$ cat src/rtl/int_alu.sv
module int_alu #(
  parameter int W = 16
) (
  input  logic         clk,
  input  logic         rst_n,
  input  logic         valid,
  input  logic [3:0]   op,
  input  logic [W-1:0] a,
  input  logic [W-1:0] b,
  output logic [W-1:0] result,
  output logic         flag_z,
  output logic         flag_s,
  output logic         flag_c,
  output logic         flag_o,
  output logic         flag_p,
  output logic         flag_a
);
  localparam int MSB = W - 1;

  localparam logic [3:0] OP_ADD = 4'd0,  OP_SUB = 4'd1,  OP_ADC = 4'd2,  OP_SBB = 4'd3;
  localparam logic [3:0] OP_INC = 4'd4,  OP_DEC = 4'd5,  OP_NEG = 4'd6,  OP_AND = 4'd7;
  localparam logic [3:0] OP_OR  = 4'd8,  OP_XOR = 4'd9,  OP_NOT = 4'd10, OP_SHL = 4'd11;
  localparam logic [3:0] OP_SHR = 4'd12, OP_SAR = 4'd13, OP_ROL = 4'd14, OP_ROR = 4'd15;

  logic [W-1:0] x, y;
  logic         cin, is_sub;
  logic [W:0]   sum_ext;
  logic         c_nx, o_nx, a_nx, keep_all;

  always_comb begin
    x      = a;
    y      = b;
    cin    = 1'b0;
    is_sub = 1'b0;
    unique case (op)
      OP_SUB:  is_sub = 1'b1;
      OP_ADC:  cin = flag_c;
      OP_SBB:  begin is_sub = 1'b1; cin = flag_c; end
      OP_INC:  y = W'(1);
      OP_DEC:  begin y = W'(1); is_sub = 1'b1; end
      OP_NEG:  begin x = '0; y = a; is_sub = 1'b1; end
      default: ;
    endcase
  end

  assign sum_ext = is_sub ? ({1'b0, x} - {1'b0, y} - {{W{1'b0}}, cin})
                          : ({1'b0, x} + {1'b0, y} + {{W{1'b0}}, cin});

  wire arith_o = is_sub ? ((x[MSB] != y[MSB]) && (sum_ext[MSB] != x[MSB]))
                        : ((x[MSB] == y[MSB]) && (sum_ext[MSB] != x[MSB]));
  wire arith_a = x[4] ^ y[4] ^ sum_ext[4];

  always_comb begin
    result   = sum_ext[W-1:0];
    c_nx     = sum_ext[W];
    o_nx     = arith_o;
    a_nx     = arith_a;
    keep_all = 1'b0;
    unique case (op)
      OP_INC, OP_DEC: c_nx = flag_c;
      OP_AND: begin result = a & b; c_nx = 1'b0; o_nx = 1'b0; a_nx = 1'b0; end
      OP_OR:  begin result = a | b; c_nx = 1'b0; o_nx = 1'b0; a_nx = 1'b0; end
      OP_XOR: begin result = a ^ b; c_nx = 1'b0; o_nx = 1'b0; a_nx = 1'b0; end
      OP_NOT: begin result = ~a; keep_all = 1'b1; end
      OP_SHL: begin
        result = {a[MSB-1:0], 1'b0}; c_nx = a[MSB];
        o_nx = a[MSB-1] ^ a[MSB]; a_nx = 1'b0;
      end
      OP_SHR: begin
        result = {1'b0, a[MSB:1]}; c_nx = a[0]; o_nx = a[MSB]; a_nx = 1'b0;
      end
      OP_SAR: begin
        result = {a[MSB], a[MSB:1]}; c_nx = a[0]; o_nx = 1'b0; a_nx = 1'b0;
      end
      OP_ROL: begin
        result = {a[MSB-1:0], a[MSB]}; c_nx = a[MSB];
        o_nx = a[MSB-1] ^ a[MSB]; a_nx = 1'b0;
      end
      OP_ROR: begin
        result = {a[0], a[MSB:1]}; c_nx = a[0];
        o_nx = a[0] ^ a[MSB]; a_nx = 1'b0;
      end
      default: ;
    endcase
  end

  always_ff @(posedge clk or negedge rst_n) begin
    if (!rst_n) begin
      flag_z <= 1'b0; flag_s <= 1'b0; flag_c <= 1'b0;
      flag_o <= 1'b0; flag_p <= 1'b0; flag_a <= 1'b0;
    end else if (valid && !keep_all) begin
      flag_z <= (result == '0);
      flag_s <= result[MSB];
      flag_c <= c_nx;
      flag_o <= o_nx;
      flag_p <= ~^result[7:0];
      flag_a <= a_nx;
    end
  end
endmodule

$ cat config.mk
export PLATFORM = sky130hd
export DESIGN_NAME = int_alu
export DESIGN_NICKNAME = d
export VERILOG_FILES = /design/src/rtl/int_alu.sv
export SDC_FILE = /design/constraint.sdc
export NUM_CORES = 1
export LEC_CHECK = 0
export BUFFER_PORTS_ARGS = -buffer_cell sky130_fd_sc_hd__buf_2
export CORE_MARGIN = 2
export CORE_UTILIZATION = 59
export CTS_CLUSTER_DIAMETER = 50
export CTS_CLUSTER_SIZE = 10
export DETAILED_ROUTE_END_ITERATION = 6
export PLACE_DENSITY = 0.82
export SYNTH_ARGS = -nofsm -noshare
export SYNTH_HDL_FRONTEND = slang
export SYNTH_SLANG_ARGS = --single-unit
$ cat constraint.sdc
create_clock -name clk -period 11.15 [get_ports clk]
set_input_delay 0.5575 -clock clk [delete_from_list [all_inputs] [get_ports clk]]
set_output_delay 0.5575 -clock clk [all_outputs]
set_load 0.05 [all_outputs]
== Yosys cells after proc, flatten, opt, wreduce, memory -nomap -nowiden ==
Cells that the tools add are included.

* Register bits after elaboration: 6
* Bits of input ports: 39
* Output and inout port bits: 22

* Add/sub/neg operators: 4
* Eq/ne operators: 18
* Muxes and demuxes: 11
* Bitwise operators: 9
* Reductions and logical operators: 15

{| class="wikitable"
|+ Operators by type and width
! operator !! count
|-
| 16-bit one-hot mux with 9 select lines || 1
|-
| 4-bit == test (second input constant) || 8
|-
| 16-bit one-hot mux with 2 select lines || 1
|-
| 16-bit by 16-bit adder with 17-bit output || 1
|-
| 17-bit by 1-bit adder with 17-bit output || 1
|-
| 17-bit 2-to-1 mux || 1
|-
| 16-bit by 16-bit subtractor with 17-bit output || 1
|-
| 17-bit by 1-bit subtractor with 17-bit output || 1
|-
| 16-bit bitwise AND || 1
|-
| 4-bit by 3-bit == test with 1-bit output (second input constant) || 4
|-
| 16-bit logical NOT || 1
|-
| 16-bit 2-to-1 mux || 1
|-
| 16-bit inverter || 1
|-
| 16-bit OR || 1
|-
| 16-bit bitwise XOR || 1
|-
| 4-bit by 2-bit == test with 1-bit output (second input constant) || 2
|-
| 1-bit one-hot mux with 4 select lines || 2
|-
| 4-bit OR reduction || 2
|-
| 8-bit OR reduction || 1
|-
| 8-bit XNOR reduction || 1
|-
| 2-bit OR reduction || 3
|-
| 3-bit OR reduction || 2
|-
| 1-bit 2-to-1 mux || 5
|-
| 4-bit by 1-bit == test with 1-bit output (second input constant) || 1
|-
| other kinds (7) || 13
|}

== Logic depth before layout (Yosys ltp) ==
Gate-level depths: netlist of the first run.

* Depth in word-level cells: 10
* Mapped depth: 21

== Worst setup path before layout of the first run ==
OpenSTA, ideal clock, no wires.

* Path type: in2out
* Start point: input port op[3]
* End point: output port result[14]
* Arrival: 4.960 ns
* Data required time: 10.593 ns
* Slack: 5.633 ns
* Cell stages on the path: 16
* Path buffers: 3
* Cells stage by stage: clkbuf_1 nand2b_1 or2_2 clkbuf_1 clkbuf_1 nand2_1 inv_1 fa_1 fa_1 a21oi_1 o311ai_1 a2111o_1 a211oi_1 xnor2_1 nor2_1 a211oi_1

* Longest elaborated chain between the ends: 7
* Elaborated cells between the ends (all ways): 28

{| class="wikitable"
|+ Ends and longest elaborated chain
! element !! RTL line !! RTL
|-
| start: declaration || 7 || <nowiki>input logic [3:0] op,</nowiki>
|-
| 4-bit by 3-bit == test with 1-bit output || 35 || <nowiki>unique case (op)</nowiki>
|-
| 2-bit OR reduction (no source line) || n/a ||
|-
| 16-bit one-hot mux with 2 select lines || 35 ||
|-
| 16-bit by 16-bit adder with 17-bit output / 16-bit by 16-bit subtractor with 17-bit output (equally long branches) || 47, 46 ||
|-
| 17-bit by 1-bit adder with 17-bit output / 17-bit by 1-bit subtractor with 17-bit output (equally long branches) || 47, 46 ||
|-
| 17-bit 2-to-1 mux || 46 || <nowiki>assign sum_ext = is_sub ? ({1'b0, x} - {1'b0, y} - {{W{1'b0}}, cin})</nowiki>
|-
| 16-bit one-hot mux with 9 select lines (*) || 59 || <nowiki>unique case (op)</nowiki>
|-
| end: declaration || 10 || <nowiki>output logic [W-1:0] result,</nowiki>
|}

Every way passes the cells marked *; elsewhere a longest branch is shown, timed or not.

== Worst setup path in the final report of the first run ==
* Start point: input port op[2]
* End point: output port result[14]

Same word-level chain as after synthesis.

==> results of run 1 <==
layout make-up:
class                           count  area, um2
Multi-Input combinational cell    463       3390
Fill cell                         588       2080
Timing Repair Buffer               64        330
Inverter                           87        327
Sequential cell                     6        150
Tap cell                           77       96.3
Clock buffer                        3       41.3
worst min path at each step:
stage / startpoint / to / slack [ns] / cells after the start
6_report: rst_n / flag_o / 0.15 / 1
5_1_grt: rst_n / flag_o / 0.16 / 1
3_3_place_gp: rst_n / flag_o / 0.38 / 1
4_1_cts: rst_n / flag_o / 0.16 / 1
3_5_place_dp: rst_n / flag_o / 0.39 / 1
2_1_floorplan: rst_n / flag_a / 0.26 / 0
cell usage after synthesis (6+ instances only):
| master | number |
|---|---|
| nand2_1 | 64 |
| nor3_1 | 10 |
| mux2i_1 | 6 |
| a22oi_1 | 10 |
| a211oi_1 | 8 |
| nand3_1 | 9 |
| a221oi_1 | 11 |
| inv_1 | 87 |
| xnor2_1 | 25 |
| ha_1 | 79 |
| nor2_1 | 42 |
| dfrtp_1 | 6 |
| clkbuf_1 | 23 |
| and3_1 | 6 |
| o21ai_0 | 53 |
| xor2_1 | 7 |
| or2_2 | 6 |
| nand2b_1 | 10 |
| a21oi_1 | 32 |
sequential cells by signal, indices dropped and copies added (netlist names):
name    flops
flag_a      1
flag_c      1
flag_o      1
flag_p      1
flag_s      1
flag_z      1
power groups by stage:
stage | logic, mW | clock network [mW] | registers, mW
2_1_floorplan | 0.251 | 0 | 0.0482
3_3_place_gp | 0.349 | 0 | 0.0299
3_5_place_dp | 0.356 | 0 | 0.0302
4_1_cts | 0.357 | 0.0326 | 0.0298
5_1_grt | 0.394 | 0.0341 | 0.0306
6_report | 0.364 | 0.0328 | 0.0298
cell families (layout without fill, tap and decap cells):
kind of cell | Yosys count | in the layout | synth area share
AOI/OAI and AO/OA | 164 | 164 | 0.279
buffers and inverters | 113 | 154 | 0.108
DFF | 6 | 6 | 0.0378
muxes | 8 | 8 | 0.0208
adders and majority gates | 83 | 83 | 0.269
and+or+nand+nor | 176 | 176 | 0.215
xor gates and xnor gates | 32 | 32 | 0.0706
worst max-delay path, delay by kind of cell:
kind                     cells  cell delay [ns]
AO/OA/AOI/OAI                5             1.44
buffers and inverters        3             0.73
AND/OR/NAND/NOR              4             0.96
adder cells (fa/ha/maj)      2             0.91
XOR/XNOR                     1             0.16
routing by layer:
metal	GRT usage	up-vias	wire, um
met4	0.149	0	485
met2	0.540	281	5770
met1	0.445	2054	5120
met5	0	-	0
li1	-	2119	-
met3	0.0443	41	1270
through the flow:
| step | utilization | setup WS (ns) | hold WS (ns) | instances | power, mW |
|---|---|---|---|---|---|
| after floorplan | - | 5.63 | 0.262 | 582 | 0.299 |
| after global placement | 0.669 | 6.01 | 0.382 | 697 | 0.379 |
| after detailed placement | 0.669 | 5.81 | 0.390 | 697 | 0.386 |
| after CTS | 0.675 | 5.92 | 0.160 | 700 | 0.420 |
| after global routing | 0.675 | 5.58 | 0.161 | 700 | 0.458 |
| final | 0.675 | 5.83 | 0.152 | 700 | 0.427 |
==> run summary, run 1 <==
Worst setup SP type - input pin
largest stage delay on the critical path - 0.51 ns
antenna viol nets, final - 0
most common cell after layout, fill and taps aside - inv_1
Pre-antenna DRT Iters - 5
PortBufs - 60
count of cell types in the netlist - 63
initial drt markers - 367
initial antenna violation count - 0
#FFs+latches synth - 6
Hold/Removal Path Class - in -> async
# rows - 29
Overall Global Routing Usage - 0.335
unrepaired setup endpoints after global routing - no
worst r2r dst - flag_z
peak supply drop - 0.0476 mV
status - finished clean
worst-margin pin slew - 1.28 ns
clock power share - 0.077
Rel. slew slack - 0.143
PD cells - 98.4 nW/um2
Post-synth EDFFs - 0
Final min period - 5.32 ns
P_leak - 2.25 nW
combinational power share - 0.853
drt wl/cell - 18.1 um
TritonCTS clock tree - yes
# setup viols final - 0
Final Net Count - 747
Final Max Tran Viols - 0
Crit. End Element - primary output
Worst EP required - 10.59 ns
Via density - 6.42
clock skew - 0.00438 ns
Worst Setup SP - op[2]
Initial Utilization - 0.618
share of cells above drive strength 1 - 0.132
CP Data Arrival Time - 4.76 ns
Crit-path slowest cell - or2_2
max-cap violation count - 0
core footprint - 6420 um2
Sw Pwr - 0.250 mW
R2R depth - 16
final worst path period share - 0.477
Die Y - 86.0 um
crit-path cells - buf_2 -> nand2b_1 -> or2_2 -> nand2_1 -> inv_1 -> fa_1 -> fa_1 -> a21oi_1 -> o311ai_1 -> a2111o_1 -> a211oi_1 -> xnor2_1 -> nor2_1 -> a211oi_1 -> buf_2
CTS root buf - clkbuf_8
clk buf depth - 2
Die X - 86.0 um
Mean Syn Cell Area - 6.82 um2
worst setup path end - result[14]
final instance area - 4340 um2
largest net degree at the start of global routing - 25
vias in the first global route - 4206
most frequent cells in the layout - inv_1, ha_1, nand2_1
CTS H-tree lvls - 1
launching point of the worst reg2reg path - flag_c
hold_buf cts - 0
Inserted Diodes - 0
worst skew pair latency - 0.22 ns
count of warnings emitted by yosys - 0
P&R area growth vs syn - 9.23%
via count - 4495
Fin. Hold Viols - 0
Fin Setup TNS - 0 ns
most common flop cell mapped by yosys - dfrtp_1
cts repair resizes - 0
Post CTS Setup Buffer Count - 0
Mapped Nets - 704
gr ovfl total - 0
r2r setup slk - 6.89 ns
Cell Int Power - 0.177 mW
Async S/R FF share, synth - 1.00
first-pass GRT wire length - 20.1 mm
fmax - 188 MHz
mapped cell area - 3970 um2
Placement Cell Area - 4300 um2
largest cells by area after synthesis - ha_1, inv_1, o21ai_0
DRC - 0
Routed Wire Length - 12.6 mm
sequential power share - 0.070
switch share - 0.586
crit-path max FO - 23
total die area - 7400 um2
DPL Wire Length - 10.0 mm
post-synth top area share - 0.249
Mapped Cells - 582
placer congestion estimate - 0.960
CP Class - in -> out
TritonCTS Buffers - 3
Seq/Total Area, Yosys - 0.0378
CTS sink count - 6
clk slew on worst S/H paths - 0.04 ns
cell taking the most area after synthesis - ha_1
Ports - 61
Power figures use the tool's default switching activity.
==> run 2, diff against run 1 <==
==> constraint.sdc (replaced) <==
create_clock -name clk -period 5.6 [get_ports clk]
set_input_delay 0.28 -clock clk [delete_from_list [all_inputs] [get_ports clk]]
set_output_delay 0.28 -clock clk [all_outputs]
set_load 0.05 [all_outputs]
==> run 2 against run 1 <==
Net effect:
- register-to-register slack worse by 5.4 ns
- clock power is 120% higher
- via count is 2.5% lower
- combinational power is 98% higher
- hold slack better by 0.27 ns
- routed wire length is 2.2% lower
- largest power group unchanged
- largest cell class unchanged
==> run summary, run 2 (synthesized netlist as in run 1, its figures left out) <==
# setup viols final - 0 (unchanged)
Routed Wire Length - 12.4 mm (-2.2%)
antenna viol nets, final - 0 (unchanged)
most frequent cells in the layout - inv_1, ha_1, nand2_1
launching point of the worst reg2reg path - flag_c
dpl ws - 0.766 ns (-5.04 ns)
largest net degree at the start of global routing - 25 (unchanged)
initial drt markers - 424 (+16%)
Final min period - 4.76 ns
Die X - 86.0 um (unchanged)
final worst path period share - 0.850
Worst EP required - 5.32 ns (-5.27 ns)
via count - 4382 (-2.5%)
CP top delay family - compound AO/OA/AOI/OAI gates
unrepaired setup endpoints after global routing - no
core occupancy in the finished layout - 0.679 (+0.00390)
min setup slack post-route - 0.840 ns (-4.99 ns)
Crit. End Element - primary output
clk slew on worst S/H paths - 0.04 ns (about the same)
TritonCTS Buffers - 3 (unchanged)
DPL Wire Length - 9.85 mm (-1.7%)
TritonCTS clock tree - yes
total die area - 7400 um2 (unchanged)
peak supply drop - 0.0926 mV (+94%)
Pre-antenna DRT Iters - 5 (unchanged)
Cells after DPL - 699 (+0.29%)
gr ovfl total - 0 (unchanged)
# rows - 29 (unchanged)
initial antenna violation count - 0 (unchanged)
Pwr Total - 0.850 mW (+99%)
Hold/Removal Path Class - in -> async
largest stage delay on the critical path - 0.51 ns (about the same)
share of cells above drive strength 1 - 0.134 (+0.00256)
Via density - 6.23 (-2.9%)
vias in the first global route - 4179 (-0.64%)
Final Max Tran Viols - 0 (unchanged)
status - finished clean
Ports - 61 (unchanged)
Rel. slew slack - 0.471 (+0.328)
placer congestion estimate - 1.03 (+7.0%)
worst-margin pin slew - 0.794 ns (-0.489 ns)
Initial Utilization - 0.618 (unchanged)
r2r setup slk - 1.53 ns (-5.36 ns)
Fin. Hold Viols - 0 (unchanged)
Crit-path slowest cell - or2_2
max-cap violation count - 0 (unchanged)
first-pass GRT wire length - 20.0 mm (-0.75%)
clk buf depth - 2 (unchanged)
most common cell after layout, fill and taps aside - inv_1
worst r2r dst - flag_z
Die Y - 86.0 um (unchanged)
core footprint - 6420 um2 (unchanged)
DRC - 0 (unchanged)
CP Class - in -> out
PD cells - 195 nW/um2 (+98%)
CTS root buf - clkbuf_8
CP Data Arrival Time - 4.48 ns (-0.28 ns)
clock skew - 0.00961 ns (+0.00524 ns)
worst skew pair latency - 0.24 ns (+0.02 ns)
R2R depth - 16 (unchanged)
CTS sink count - 6 (unchanged)
P_leak - 2.26 nW (+0.62%)
Worst Setup SP - op[2]
fmax - 210 MHz
Overall Global Routing Usage - 0.331 (-0.00411)
crit-path cells - buf_2 -> nand2b_1 -> or2_2 -> nand2_1 -> inv_1 -> fa_1 -> fa_1 -> a21oi_1 -> o311ai_1 -> a2111o_1 -> a211oi_1 -> xnor2_1 -> nor2_1 -> a211oi_1 -> buf_2
Worst setup SP type - input pin
drt wl/cell - 17.6 um (-2.6%)
PortBufs - 60 (unchanged)
worst setup path end - result[14]
Final Net Count - 750 (+0.40%)
CTS H-tree lvls - 1 (unchanged)
Fin Setup TNS - 0 ns (unchanged)
Non-Filler Instances - 703 (+0.43%)
crit-path max FO - 23 (unchanged)
Crit path buffers/inverters - 3 (unchanged)
Inserted Diodes - 0 (unchanged)
CP Depth - 15 (unchanged)
P&R area growth vs syn - 9.86%
## run 2: cell types whose count changed in the layout (fill, tap and decap cells not counted), sizes merged
cell | previous run | this run
buf | 64 | 66
dlygate4sd3 | 0 | 1
## run 2: per-stage QoR
step | hold slack [ns] | instance area, um2
6_report | 0.420 | 4360
5_1_grt | 0.437 | 4360
4_1_cts | 0.409 | 4360
3_5_place_dp | 0.116 | 4310
3_3_place_gp | 0.115 | 4310
2_1_floorplan | -0.0156 | 3970
## run 2: final cells by class
class	count	area, um2
tap	77	96.3
inverter	87	327
fill	574	2060
timing repair buffer	67	355
multi-input combinational	463	3390
sequential	6	150
clock buffer	3	41.3
## run 2: worst min path at each step
stage,start,end,slack (ns),cells after the start
3_3_place_gp,rst_n,flag_o,0.11,1
5_1_grt,rst_n,flag_o,0.44,2
3_5_place_dp,rst_n,flag_o,0.12,1
4_1_cts,rst_n,flag_o,0.41,2
2_1_floorplan,rst_n,flag_a,-0.02,0
6_report,rst_n,flag_o,0.42,2
## run 2: timing repair
action | in CTS | in global routing
hold buffers | 1 | 0
gates resized for setup | 0 | 0
hold endpoints to repair | 6 | 0
buffers inserted | 0 | 0
endpoints found under the setup margin | 0 | 0
## run 2: where the power goes
| group | switching (mW) | leakage [nW] | internal, mW |
|---|---|---|---|
| combinational | 0.467 | 2.17 | 0.253 |
| sequential | 0.00501 | 0.0765 | 0.0540 |
| clock | 0.0241 | 0.0216 | 0.0466 |
## run 2: routing by layer
| metal | up-vias | track usage | part of all wire | wire length, um |
|---|---|---|---|---|
| met2 | 237 | 0.548 | 0.46 | 5690 |
| met5 | - | 0 | 0 | 0 |
| li1 | 2109 | - | - | - |
| met3 | 49 | 0.0404 | 0.091 | 1130 |
| met1 | 1987 | 0.440 | 0.41 | 5050 |
| met4 | 0 | 0.120 | 0.041 | 504 |
